`src/rtl/memsel_pkg.sv`:
```
// Package: shared widths, register indices, control-field positions and
// reset values for the memory chip-select generator.
package memsel_pkg;
    localparam int ADDR_W  = 20;
    localparam int BND_W   = 8;
    localparam int WAIT_W  = 2;
    localparam int CFG_AW  = 2;
    localparam int CTRL_W  = 8;

    // Register indices on the write port.
    localparam logic [CFG_AW-1:0] REG_WIN_LO = 2'd0;
    localparam logic [CFG_AW-1:0] REG_WIN_HI = 2'd1;
    localparam logic [CFG_AW-1:0] REG_ROM_BD = 2'd2;
    localparam logic [CFG_AW-1:0] REG_CTRL   = 2'd3;

    // Control-register field positions.
    localparam int CTRL_ROM_OFF  = 0;
    localparam int CTRL_RAM_WLSB = 2;
    localparam int CTRL_ROM_WLSB = 4;

    // Select channel indices.
    localparam int CH_RAM = 0;
    localparam int CH_ROM = 1;
    localparam int N_CH   = 2;
endpackage

```
`src/rtl/memsel_regs.sv`:
```
// Module: memsel_regs
// Holds the window, boundary and control registers, written through a
// single-cycle write port. Assumes cfg_addr selects one of four registers.
module memsel_regs
    import memsel_pkg::*;
#(
    parameter int BW = BND_W,
    parameter int WW = WAIT_W,
    parameter int CW = CTRL_W
) (
    input  logic              clk,
    input  logic              rst_n,
    input  logic              cfg_we,
    input  logic [CFG_AW-1:0] cfg_addr,
    input  logic [BW-1:0]     cfg_wdata,
    output logic [BW-1:0]     win_lo,
    output logic [BW-1:0]     win_hi,
    output logic [BW-1:0]     rom_bd,
    output logic              rom_off,
    output logic [WW-1:0]     ram_wait,
    output logic [WW-1:0]     rom_wait
);
    localparam logic [CW-1:0] CTRL_RST =
        CW'(({WW{1'b1}} << CTRL_RAM_WLSB) | ({WW{1'b1}} << CTRL_ROM_WLSB));

    logic [CW-1:0] ctrl_q;

    // Register writes and reset values.
    always_ff @(posedge clk) begin
        if (!rst_n) begin
            win_lo <= '1;
            win_hi <= '0;
            rom_bd <= '1;
            ctrl_q <= CTRL_RST;
        end else if (cfg_we) begin
            case (cfg_addr)
                REG_WIN_LO: win_lo <= cfg_wdata;
                REG_WIN_HI: win_hi <= cfg_wdata;
                REG_ROM_BD: rom_bd <= cfg_wdata;
                default:    ctrl_q <= CW'(cfg_wdata);
            endcase
        end
    end

    // Control-field extraction.
    always_comb begin
        rom_off  = ctrl_q[CTRL_ROM_OFF];
        ram_wait = ctrl_q[CTRL_RAM_WLSB +: WW];
        rom_wait = ctrl_q[CTRL_ROM_WLSB +: WW];
    end

    a_r9_bound_write: assert property (@(posedge clk) disable iff (!rst_n)
        (cfg_we && cfg_addr == REG_ROM_BD) |=> (rom_bd == $past(cfg_wdata)));
endmodule

```
`src/rtl/memsel_decode.sv`:
```
// Module: memsel_decode
// Compares the upper address byte against the RAM window and ROM boundary
// and drives both active-low selects. ROM wins when both match. Assumes
// the bus strobes are already settled in the cycle being decoded.
module memsel_decode
    import memsel_pkg::*;
#(
    parameter int AW = ADDR_W,
    parameter int BW = BND_W
) (
    input  logic          clk,
    input  logic          rst_n,
    input  logic [AW-1:0] addr,
    input  logic          mreq_n,
    input  logic          rfsh_n,
    input  logic [BW-1:0] win_lo,
    input  logic [BW-1:0] win_hi,
    input  logic [BW-1:0] rom_bd,
    input  logic          rom_off,
    output logic          ram_sel_n,
    output logic          rom_sel_n
);
    localparam int PAGE_LSB = AW - BW;

    logic [BW-1:0] page;
    logic          mem_cyc, ram_hit, rom_hit;

    // Range compares and priority resolution.
    always_comb begin
        page      = addr[AW-1:PAGE_LSB];
        mem_cyc   = !mreq_n && rfsh_n;
        rom_hit   = !rom_off && (page < rom_bd);
        ram_hit   = (page >= win_lo) && (page <= win_hi);
        rom_sel_n = !(mem_cyc && rom_hit);
        ram_sel_n = !(mem_cyc && ram_hit && !rom_hit);
    end

    a_r4_single_select: assert property (@(posedge clk) disable iff (!rst_n)
        $onehot0({!ram_sel_n, !rom_sel_n}));
endmodule

```
`src/rtl/memsel_wait.sv`:
```
// Module: memsel_wait
// Wait-state counter for one select. Holds wait_req for `count` cycles
// from the start cycle of an access; drops it when the access ends.
// Assumes start is only high in a cycle where active is also high.
module memsel_wait #(
    parameter int WW = 2
) (
    input  logic          clk,
    input  logic          rst_n,
    input  logic          active,
    input  logic          start,
    input  logic [WW-1:0] count,
    output logic          wait_req
);
    logic [WW-1:0] remain;

    // Remaining wait cycles after the start cycle.
    always_ff @(posedge clk) begin
        if (!rst_n || !active)
            remain <= '0;
        else if (start)
            remain <= (count == '0) ? '0 : count - WW'(1);
        else if (remain != '0)
            remain <= remain - WW'(1);
    end

    // Wait request: start cycle or remaining count.
    always_comb begin
        wait_req = active && ((start && count != '0) || remain != '0);
    end

    a_r7_idle_no_wait: assert property (@(posedge clk) disable iff (!rst_n)
        !active |-> !wait_req);
    a_r6_wait_contiguous: assert property (@(posedge clk) disable iff (!rst_n)
        (wait_req && !start) |-> $past(wait_req));
endmodule

```
`src/rtl/memsel_gen.sv`:
```
// Module: memsel_gen
// Top of the memory chip-select generator: registers, address decode and
// one wait-state counter per select, merged onto a single wait output.
// Assumes synchronous inputs and one access per strobe assertion.
module memsel_gen
    import memsel_pkg::*;
#(
    parameter int AW = ADDR_W,
    parameter int BW = BND_W,
    parameter int WW = WAIT_W
) (
    input  logic              clk,
    input  logic              rst_n,
    input  logic              cfg_we,
    input  logic [CFG_AW-1:0] cfg_addr,
    input  logic [BW-1:0]     cfg_wdata,
    input  logic [AW-1:0]     addr,
    input  logic              mreq_n,
    input  logic              rfsh_n,
    input  logic              rd_n,
    input  logic              wr_n,
    output logic              ram_sel_n,
    output logic              rom_sel_n,
    output logic              wait_n
);
    logic [BW-1:0]    win_lo, win_hi, rom_bd;
    logic             rom_off;
    logic [WW-1:0]    wcount [N_CH];
    logic [N_CH-1:0]  sel, wreq;
    logic             strobe, strobe_q;

    memsel_regs #(.BW(BW), .WW(WW), .CW(CTRL_W)) regs_i (
        .clk(clk), .rst_n(rst_n), .cfg_we(cfg_we), .cfg_addr(cfg_addr),
        .cfg_wdata(cfg_wdata), .win_lo(win_lo), .win_hi(win_hi),
        .rom_bd(rom_bd), .rom_off(rom_off),
        .ram_wait(wcount[CH_RAM]), .rom_wait(wcount[CH_ROM])
    );

    memsel_decode #(.AW(AW), .BW(BW)) dec_i (
        .clk(clk), .rst_n(rst_n), .addr(addr), .mreq_n(mreq_n),
        .rfsh_n(rfsh_n), .win_lo(win_lo), .win_hi(win_hi), .rom_bd(rom_bd),
        .rom_off(rom_off), .ram_sel_n(ram_sel_n), .rom_sel_n(rom_sel_n)
    );

    // Access strobe: memory request with a read or write, not refresh.
    always_comb begin
        strobe = !mreq_n && rfsh_n && (!rd_n || !wr_n);
        sel[CH_RAM] = !ram_sel_n;
        sel[CH_ROM] = !rom_sel_n;
    end

    // Previous-cycle strobe for start detection.
    always_ff @(posedge clk) begin
        if (!rst_n) strobe_q <= 1'b0;
        else        strobe_q <= strobe;
    end

    for (genvar ch = 0; ch < N_CH; ch++) begin : g_wait
        memsel_wait #(.WW(WW)) wait_i (
            .clk(clk), .rst_n(rst_n),
            .active(strobe && sel[ch]),
            .start(strobe && !strobe_q && sel[ch]),
            .count(wcount[ch]),
            .wait_req(wreq[ch])
        );
    end

    // Merged active-low wait output.
    always_comb wait_n = !(|wreq);

    a_r5_idle_no_select: assert property (@(posedge clk) disable iff (!rst_n)
        (mreq_n || !rfsh_n) |-> (ram_sel_n && rom_sel_n));
    a_r3_rom_off: assert property (@(posedge clk) disable iff (!rst_n)
        rom_off |-> rom_sel_n);
endmodule

```
`config.mk`:
```
export PLATFORM = sky130hd
export DESIGN_NAME = memsel_gen
export DESIGN_NICKNAME = d
export VERILOG_FILES = /design/src/rtl/memsel_pkg.sv /design/src/rtl/memsel_regs.sv /design/src/rtl/memsel_decode.sv /design/src/rtl/memsel_wait.sv /design/src/rtl/memsel_gen.sv
export SDC_FILE = /design/constraint.sdc
export NUM_CORES = 1
export LEC_CHECK = 0
export BUFFER_PORTS_ARGS = -buffer_cell sky130_fd_sc_hd__buf_2
export CORE_MARGIN = 3
export CORE_UTILIZATION = 40
export DETAILED_ROUTE_END_ITERATION = 6
export PLACE_DENSITY = 0.66
export SLEW_MARGIN = 40
export SYNTH_ARGS = -nofsm -noshare
export SYNTH_HDL_FRONTEND = slang
export SYNTH_SLANG_ARGS = --single-unit
export TNS_END_PERCENT = 20
```
`constraint.sdc`:
```
create_clock -name clk -period 1.98 [get_ports clk]
set_clock_uncertainty 0.2 [all_clocks]
set_input_delay 0.099 -clock clk [delete_from_list [all_inputs] [get_ports clk]]
set_output_delay 0.099 -clock clk [all_outputs]
set_load 0.01 [all_outputs]
```
==> flow_metrics.env <==
export IMPL_status="finished, violations left"
export IMPL_failed_checks="setup timing"
export IMPL_cellPowerDensity_mw_per_mm2=584
export IMPL_detail_route_antenna_nets=0
export IMPL_io_buffer_count=27
export IMPL_clock_fmax_ghz=0.429
export IMPL_maxSlewViolCount=0
export IMPL_cts_tree="built"
export IMPL_end_kind="output port"
export IMPL_design_die_area_sq_mm=0.00577
export IMPL_gp_congestion=0.798
export IMPL_timing_rr_start="regs_i.win_lo[7]"
export IMPL_power_clock_fraction_pct=32.3
export IMPL_timing_final_crit_share_pct=118
export IMPL_antennaDiodeCount=0
export IMPL_worst_ep_arrival_time_ns=2.03
export IMPL_final_common_cell="sky130_fd_sc_hd__nand2_1"
export IMPL_worstSkewPairLatency_ns=0.29
export IMPL_min_period_ns=2.33
export IMPL_internal_power_uw=1090
export IMPL_boundaryPins=40
export IMPL_num_nets_final=341
export IMPL_power_sequential_fraction_pct=48.2
export IMPL_final_cells=344
export IMPL_clk_pin_slew_worst_paths_ns=0.07
export IMPL_final_cell_mix="sky130_fd_sc_hd__nand2_1, sky130_fd_sc_hd__dfxtp_1, sky130_fd_sc_hd__buf_2"
export IMPL_cts_num_sinks=34
export IMPL_syn_nets=290
export IMPL_netlist_instances=228
export IMPL_most_used_flip_flop_cell_after_synthesis="sky130_fd_sc_hd__dfxtp_1"
export IMPL_crit_chain="inv_2 > ha_4 > nand2_4 > nor4_4 > a22oi_2 > a2111oi_4 > a2bb2oi_2 > buf_2"
export IMPL_drc=0
export IMPL_drt_first_pass_iters=4
export IMPL_worst_slew_margin_rel_pct=57.9
export IMPL_power_share_combinational_pct=19.5
export IMPL_cts_buffers=5
export IMPL_timing_hold_worst_endpoint="regs_i.win_lo[2]"
export IMPL_share_of_post_route_cells_with_drive_strength_above_1_pct=28.3
export IMPL_postSynth_asyncResetShare_pct=0
export IMPL_yosys_cell_types_count=34
export IMPL_multiInputGateArea_sq_mm=0.00127
export IMPL_seq_area_frac_synth_pct=34.7
export IMPL_grt_total_usage_pct=16.3
export IMPL_filler_cell_count=429
export IMPL_initial_utilization_pct=43.2
export IMPL_first_iter_violations=66
export IMPL_routed_via_density=4.84
export IMPL_synth_area_sq_mm=0.00196
export IMPL_total_vias_in_the_final_route=1666
export IMPL_cp_required_ns=1.68
export IMPL_final_hold_violation_count=0
export IMPL_grt_start_max_net_pins=30
export IMPL_timing_reg2reg_worst_path_depth=7
export IMPL_crit_path_top_delay_cell="sky130_fd_sc_hd__a2111oi_4"
export IMPL_worstPathMaxFanout=4
export IMPL_grt_remaining_overflow=0
export IMPL_area_growth_syn_to_layout_pct=31.6
export IMPL_rows=24
export IMPL_place_inst=327
export IMPL_reg2reg_to="g_wait[0].wait_i.remain[1]"
export IMPL_cellLeakagePower_uw=0.00119
export IMPL_hold_path_startpoint="cfg_addr[1]"
export IMPL_critical_path_startpoint_type="flip-flop"
export IMPL_rsz_0062_raised_after_global_routing="true"
export IMPL_register_cell_area_after_layout_sq_um=687
export IMPL_clock_tree_buffer_depth=2
export IMPL_flip_flop_and_latch_count_after_synthesis=34
export IMPL_core_sq_mm=0.00453
export IMPL_worstSetupPathType="reg -> out"
export IMPL_warning_count_from_the_yosys_run=0
export IMPL_transition_time_at_the_pin_with_the_least_slew_margin_ns=0.629
export IMPL_edff_count_synth=0
export IMPL_report_power_total_uw=1510
export IMPL_power_switching_uw=416
export IMPL_timing_hold_worst_class="in -> reg"
export IMPL_report_final_setup_viol=5
export IMPL_first_global_vias=1662
export IMPL_switching_power_share_of_the_total_pct=27.6
export IMPL_cts_setup_buffers=0
export IMPL_postLayoutSetupSlackWorst_ns=-0.351
export IMPL_die_height_microns=76.0
export IMPL_clock_tree_htree_level_count=2
export IMPL_cpPeakStageDelay_ns=0.42
export IMPL_postSynthAreaPerCell_sq_um=8.59
export IMPL_clockRootBuffer="sky130_fd_sc_hd__clkbuf_8"
export IMPL_routed_wire_length_per_instance_microns=13.4
export IMPL_grt_pass1_wl_microns=7690
export IMPL_irDropWorstVdd_mv=0.440
export IMPL_number_of_antenna_violations_at_the_first_check_in_global_routing=0
export IMPL_worst_r2r_setup_slack_ns=-0.03
export IMPL_min_path_cells=3
export IMPL_routed_wirelength_microns=4600
export IMPL_dp_hpwl_microns=3370
export IMPL_max_cap_viol_count=0
export IMPL_die_width_microns=76.0
## worst max-delay path, delay by kind of cell (launching register included)
| kind | cells | cell delay (ns) |
|---|---|---|
| adders and majority gates | 1 | 0.27 |
| AOI/OAI and AO/OA | 3 | 0.65 |
| DFF | 1 | 0.32 |
| and+or+nand+nor | 2 | 0.31 |
| buffers and inverters | 2 | 0.19 |
## final cells by class
class	count	share of cell area, %
timing repair buffer	51	13.6
clock buffer	5	2.67
clock inverter	2	0.388
tap	65	3.15
multi-input combinational	157	49.2
inverter	30	4.37
sequential	34	26.6
## logic make-up after synthesis
logic type	after synthesis	synth area share [%]
buffers and inverters	37	7.15
adder cells (fa/ha/maj)	25	16.0
AND/OR/NAND/NOR	74	19.2
AO/OA/AOI/OAI	47	17.5
XOR/XNOR	2	0.894
flip-flops	34	34.7
multiplexers	9	4.60
## timing repair
action	CTS	global route
hold buffers	10	0
gates resized for setup	22	8
hold endpoints to repair	32	0
setup endpoints to repair	5	5
cloned	0	0
pin swaps	9	11
## power groups by stage
stage	Sequential [uW]	Clock, uW	Combinational (uW)
floorplan	736	0	146
global placement	738	0	238
detailed placement	739	0	242
CTS	725	495	279
global route	728	525	330
finish	725	486	294
## registers in the layout, summed over array words and instances (netlist names)
signal,flops
strobe_q,1
regs_i.win_lo,8
regs_i.rom_bd,8
regs_i.ctrl_q,5
g_wait.wait_i.remain,4
regs_i.win_hi,8
## stage by stage
step	setup slack (ns)	setup TNS [ns]	util [%]	cell area (sq um)	hold WS, ns
global placement	-0.0572	-0.179	49.7	2250	0.160
finish	-0.351	-0.801	56.9	2580	0.0372
detailed placement	-0.125	-0.383	49.7	2250	0.164
global route	-0.431	-1.24	56.9	2580	0.0710
floorplan	0.110	0	-	1960	0.0230
CTS	-0.380	-0.890	56.0	2540	0.0393
## synth_stat cells, drive strengths merged (2+ instances only)
cell type | instances | area (sq um)
dfxtp | 34 | 681
nand2 | 32 | 120
inv | 30 | 113
ha | 25 | 313
o211ai | 18 | 135
nor2 | 12 | 45.0
mux2i | 9 | 90.1
nor2b | 9 | 56.3
a21oi | 7 | 35.0
nand3 | 7 | 35.0
clkbuf | 6 | 22.5
nor3b | 5 | 47.5
o21ai | 5 | 25.0
a31oi | 4 | 25.0
a211oi | 3 | 22.5
a21boi | 2 | 15.0
nand4 | 2 | 12.5
nor3 | 2 | 10.0
xor2 | 2 | 17.5
## worst max-delay path by stage
stage	start	endpoint	slack (ns)	cells past startpoint
floorplan	regs_i.rom_bd[5]	g_wait[0].wait_i.remain[0]	0.11	7
global placement	regs_i.win_lo[7]	wait_n	-0.06	8
detailed placement	regs_i.rom_bd[3]	wait_n	-0.12	8
CTS	regs_i.win_lo[6]	wait_n	-0.38	8
global route	regs_i.win_lo[5]	wait_n	-0.43	8
finish	regs_i.win_lo[7]	wait_n	-0.35	8
## metal layers
metal  up-vias  wire [microns]  GRT usage [%]
li1        892               -              -
met4         0              56           5.43
met5         -               0              0
met1       742            2200           21.7
met3         6             167           3.66
met2        26            2180           26.2
(Power assumes the default switching activity.)
